==> src/rtl/bpar_pkg.sv <==
package bpar_pkg;

    typedef enum logic [1:0] {
        RGN_NONE = 2'b00,
        RGN_DRAM = 2'b01,
        RGN_EXT2 = 2'b10,
        RGN_RSVD = 2'b11
    } region_e;

    typedef enum logic [1:0] {
        EN_OFF      = 2'b00,
        EN_DRAM     = 2'b01,
        EN_BOTH     = 2'b10,
        EN_BOTH_ALT = 2'b11
    } enable_e;

    typedef struct packed {
        logic    valid;
        logic    write;
        region_e region;
    } access_t;

    typedef struct packed {
        logic odd;
        logic force_hi;
    } par_cfg_t;

endpackage

==> src/rtl/bpar_region_qual.sv <==
module bpar_region_qual
    import bpar_pkg::*;
(
    input  enable_e en,
    input  access_t acc,
    output logic    wr_hit,
    output logic    rd_hit
);
    logic in_set;

    always_comb begin
        unique case (acc.region)
            RGN_DRAM: in_set = (en != EN_OFF);
            RGN_EXT2: in_set = (en == EN_BOTH) || (en == EN_BOTH_ALT);
            default:  in_set = 1'b0;
        endcase
        wr_hit = acc.valid &&  acc.write && in_set;
        rd_hit = acc.valid && !acc.write && in_set;
    end
endmodule

==> src/rtl/bpar_lane.sv <==
module bpar_lane
    import bpar_pkg::*;
#(
    parameter int LANE_W = 8
) (
    input  par_cfg_t          cfg,
    input  logic [LANE_W-1:0] wr_byte,
    input  logic [LANE_W-1:0] rd_byte,
    input  logic              rd_bit,
    output logic              gen_bit,
    output logic              bad
);
    logic wr_even;
    logic rd_even;

    always_comb begin
        wr_even = ^wr_byte;
        rd_even = ^rd_byte;
        gen_bit = cfg.force_hi ? 1'b1 : (wr_even ^ cfg.odd);
        // checking ignores the force bit
        bad     = rd_bit != (rd_even ^ cfg.odd);
    end
endmodule

==> src/rtl/bpar_err_flag.sv <==
module bpar_err_flag (
    input  logic clk,
    input  logic rst,
    input  logic set,
    input  logic clr,
    output logic flag
);
    always_ff @(posedge clk) begin
        if (rst)
            flag <= 1'b0;
        else if (set)
            flag <= 1'b1;
        else if (clr)
            flag <= 1'b0;
    end
endmodule

==> src/rtl/bpar_unit.sv <==
module bpar_unit
    import bpar_pkg::*;
#(
    parameter int DATA_W = 16,
    parameter int LANE_W = 8,
    localparam int LANES = DATA_W / LANE_W
) (
    input  logic              clk,
    input  logic              rst,
    input  logic [1:0]        cfg_en,
    input  logic              cfg_odd,
    input  logic              cfg_force,
    input  logic              acc_valid,
    input  logic              acc_write,
    input  logic [1:0]        acc_region,
    input  logic [DATA_W-1:0] wr_data,
    input  logic [DATA_W-1:0] rd_data,
    input  logic [LANES-1:0]  rd_par,
    input  logic              err_clr,
    output logic [LANES-1:0]  par_out,
    output logic              par_oe,
    output logic              err_irq
);
    access_t          acc;
    par_cfg_t         cfg;
    logic             wr_hit;
    logic             rd_hit;
    logic [LANES-1:0] gen;
    logic [LANES-1:0] bad;

    always_comb begin
        acc.valid    = acc_valid;
        acc.write    = acc_write;
        acc.region   = region_e'(acc_region);
        cfg.odd      = cfg_odd;
        cfg.force_hi = cfg_force;
    end

    bpar_region_qual u_qual (
        .en     (enable_e'(cfg_en)),
        .acc    (acc),
        .wr_hit (wr_hit),
        .rd_hit (rd_hit)
    );

    for (genvar g = 0; g < LANES; g++) begin : g_lane
        bpar_lane #(.LANE_W(LANE_W)) u_lane (
            .cfg     (cfg),
            .wr_byte (wr_data[g*LANE_W +: LANE_W]),
            .rd_byte (rd_data[g*LANE_W +: LANE_W]),
            .rd_bit  (rd_par[g]),
            .gen_bit (gen[g]),
            .bad     (bad[g])
        );
    end

    always_comb begin
        par_oe  = wr_hit;
        par_out = wr_hit ? gen : '0;
    end

    bpar_err_flag u_err (
        .clk  (clk),
        .rst  (rst),
        .set  (rd_hit && (|bad)),
        .clr  (err_clr),
        .flag (err_irq)
    );
endmodule

==> config.mk <==
export PLATFORM = sky130hd
export DESIGN_NAME = bpar_unit
export DESIGN_NICKNAME = d
export VERILOG_FILES = /design/src/rtl/bpar_pkg.sv /design/src/rtl/bpar_region_qual.sv /design/src/rtl/bpar_lane.sv /design/src/rtl/bpar_err_flag.sv /design/src/rtl/bpar_unit.sv
export SDC_FILE = /design/constraint.sdc
export NUM_CORES = 1
export LEC_CHECK = 0
export ABC_AREA = 1
export CORE_UTILIZATION = 35
export DETAILED_ROUTE_END_ITERATION = 10
export GPL_ROUTABILITY_DRIVEN = 0
export PLACE_DENSITY = 0.9
export REMOVE_ABC_BUFFERS = 1
export SYNTH_ARGS = -nofsm -noshare
export SYNTH_HDL_FRONTEND = slang
export SYNTH_SLANG_ARGS = --single-unit
==> constraint.sdc <==
create_clock -name clk -period 4.13 [get_ports clk]
set_input_delay 1.239 -clock clk [delete_from_list [all_inputs] [get_ports clk]]
set_output_delay 1.239 -clock clk [all_outputs]
set_load 0.02 [all_outputs]
==> flow_metrics.tcl <==
set metrics [dict create \
    syn_area_um2 608 \
    area_growth_pct 87.4 \
    timing.critical_path.slowest_stage_cell "clkdlybuf4s50_1" \
    cp_max_fo 2 \
    regToRegSetupSlack_ns 3.57 \
    power_frac_clock_pct 0 \
    maxSlewHeadroom_pct 83.7 \
    synth_xor_xnor_area_share_pct 31.7 \
    drc 1 \
    yosys-top-cells-area "nand2_1, xor2_1, xnor2_1, inv_1, nand3_1" \
    grt_max_degree 6 \
    ant_nets 0 \
    violations "DRC" \
    top_register "u_err.flag" \
    tightest_slew_ns 0.243 \
    hold_class "register to register" \
    wl_per_cell_um 9.28 \
    synth-seq-area-share_pct 3.29 \
    finalClockSkew_ns 0 \
    power_density_nw_per_um2 122 \
    crit_type "input port to output port" \
    vias_per_cell 4.43 \
    fp-row-count 14 \
    worstSetupEndpointType "output port" \
    synth.area.mux_share_pct 0 \
    grt_antenna_before_repair 0 \
    dpl_cell_area_um2 1120 \
    maxSlewViolCount 0 \
    irDropWorstVdd_v 0.0000793 \
    start_kind "input port" \
    synthAdderAreaFrac_pct 4.12 \
    dr_total_vias 801 \
    yosysWarnings 0 \
    start_util_pct 39.0 \
    die_h_um 43.7 \
    grt_pass1_vias 740 \
    numPortBuffers 48 \
    first_iter_violations 6 \
    stdcell_area_um2 1140 \
    synth_top_area_share_pct 32.7 \
    grt_overflow 0 \
    netlist_instances 116 \
    synth_top_family_by_area "simple AND/OR/NAND/NOR gates" \
    diodes 0 \
    crit_chain "clkdlybuf4s50_1, xor2_1, xnor2_2, xor2_1, nand2_1, nand3_1, nand2_1, inv_1, clkdlybuf4s15_1" \
    wirelength_um 1680 \
    cp.required_ns 2.89 \
    fmax_mhz 247 \
    hold_violations 0 \
    synth.distinct_cells 14 \
    yosysTopAreaCell "nand2_1" \
    reg_top3 "u_err.flag: 1 flops" \
    synth_compound_area_share_pct 2.88 \
    grt_pass1_wl_um 2580 \
    die_x_um 43.7 \
    fillCellCount 126 \
    groute.usage.overall_pct 17.4 \
    dr.pass1.iters 6 \
    synth-simple-area-share_pct 43.2 \
    cts.hold.buffers_added 0 \
    pwr-share-seq_pct 7.3 \
    status "complete, but fails checks" \
    critPathArrivalTime_ns 2.81 \
    ioPinCount 49 \
    swShare_pct 39.9 \
    final_min_period_over_clock_period_pct 98.1 \
    period_needed_ns 4.05 \
    cap_violations 0 \
    avgSynthCellArea_um2 5.24 \
    p_sw_w 0.0000557 \
    clkLatencyLatePin_ns 0 \
    design.die.area_um2 1910 \
    leakage_nw 0.610 \
    synth-seq-cells 1 \
    finalSetupViolCount 0 \
    comb_power_share_pct 92.7 \
    post_cts_buffers 0 \
    rsz0062_at_grt "no" \
    layout-drive-gt1-share_pct 6.06 \
    clkSlewWorstSetupHoldPaths_ns 0 \
    max_stage_delay_ns 0.47 \
    place_hpwl_um 1500 \
    core-area_um2 1560 \
    largest_reg_flops 1 \
    internal_power_w 0.0000838 \
    power_w 0.000139 \
    nNetsFinal 214 \
]
[logic make-up (layout without fill, tap and decap cells)]
| group | after synthesis | count (layout) |
|---|---|---|
| AND/OR/NAND/NOR | 64 | 64 |
| buffers and inverters | 24 | 73 |
| XOR/XNOR | 22 | 22 |
| AO/OA/AOI/OAI | 3 | 3 |
| adder cells (fa/ha/maj) | 2 | 2 |
| flip-flops | 1 | 1 |
[timing repair]
item,in CTS,in global routing
resized for setup,4,6
pin swaps,1,1
setup endpoints to repair,3,2
[path summary, 6_finish.rpt]
check / from / end / cells past startpoint
hold reg to reg: u_err.flag / u_err.flag / 2
hold / removal: u_err.flag / u_err.flag / 2
setup reg to reg: u_err.flag / u_err.flag / 2
setup / recovery: wr_data[15] / par_out[1] / 9
[power groups by stage]
stage	logic, W	clock network, W	registers (W)
2_1_floorplan	0.0000644	0	0.0000104
3_3_place_gp	0.000118	0	0.0000101
3_5_place_dp	0.000124	0	0.0000102
4_1_cts	0.000125	0	0.0000102
5_1_grt	0.000144	0	0.0000102
6_report	0.000129	0	0.0000102
[worst max-delay path, delay by kind of cell]
family | cells | cell delay [ns]
xor gates and xnor gates | 3 | 0.58
and+or+nand+nor | 3 | 0.20
buffers and inverters | 3 | 0.81
[final cells by class]
type	instances	area (um2)	area share (%)
multi-input combinational	91	528	46.3
timing repair buffer	49	482	42.3
inverter	24	90.1	7.90
sequential	1	20.0	1.76
tap	16	20.0	1.76
[Yosys cell counts]
cell type and count:
a21o_1 1, a21oi_1 1, dfxtp_1 1, ha_1 2, inv_1 21, inv_2 3
nand2_1 53, nand3_1 7, nand3b_1 2, nor2_2 1, nor3b_1 1, o21ai_1 1
xnor2_1 10, xor2_1 12
[metal layers]
layer	vias up	part of all wire (%)	GRT usage [%]	wire (um)
met5	-	0	0	0
met3	0	3.0	0.417	51
met4	0	0	1.25	0
met2	20	66	43.9	1120
li1	440	-	-	-
met1	341	31	13.3	514
[per-stage QoR]
stage	cells	util [%]	TNS [ns]	hold slack [ns]	setup WS [ns]
floorplan	116	-	0	0.534	0.725
global placement	181	71.6	-0.390	0.447	-0.161
detailed placement	181	71.6	-0.572	0.462	-0.263
CTS	181	71.8	0	0.462	0.0297
global route	181	73.1	0	0.484	0.00888
finish	181	73.1	0	0.457	0.0793
[cell usage in the layout (no fill, tap or decap)]
cell	count
dlygate4sd2_1	1
buf_4	1
nand3b_1	2
nand2_1	53
dfxtp_1	1
o21ai_1	1
xor2_2	1
xnor2_2	3
nor3b_1	1
xnor2_1	7
a21oi_1	1
nor2_2	1
clkdlybuf4s50_1	45
xor2_1	11
ha_1	2
clkdlybuf4s15_1	1
nand3_1	7
inv_1	21
a21o_1	1
inv_2	3
clkbuf_2	1
(Power assumes the default switching activity.)
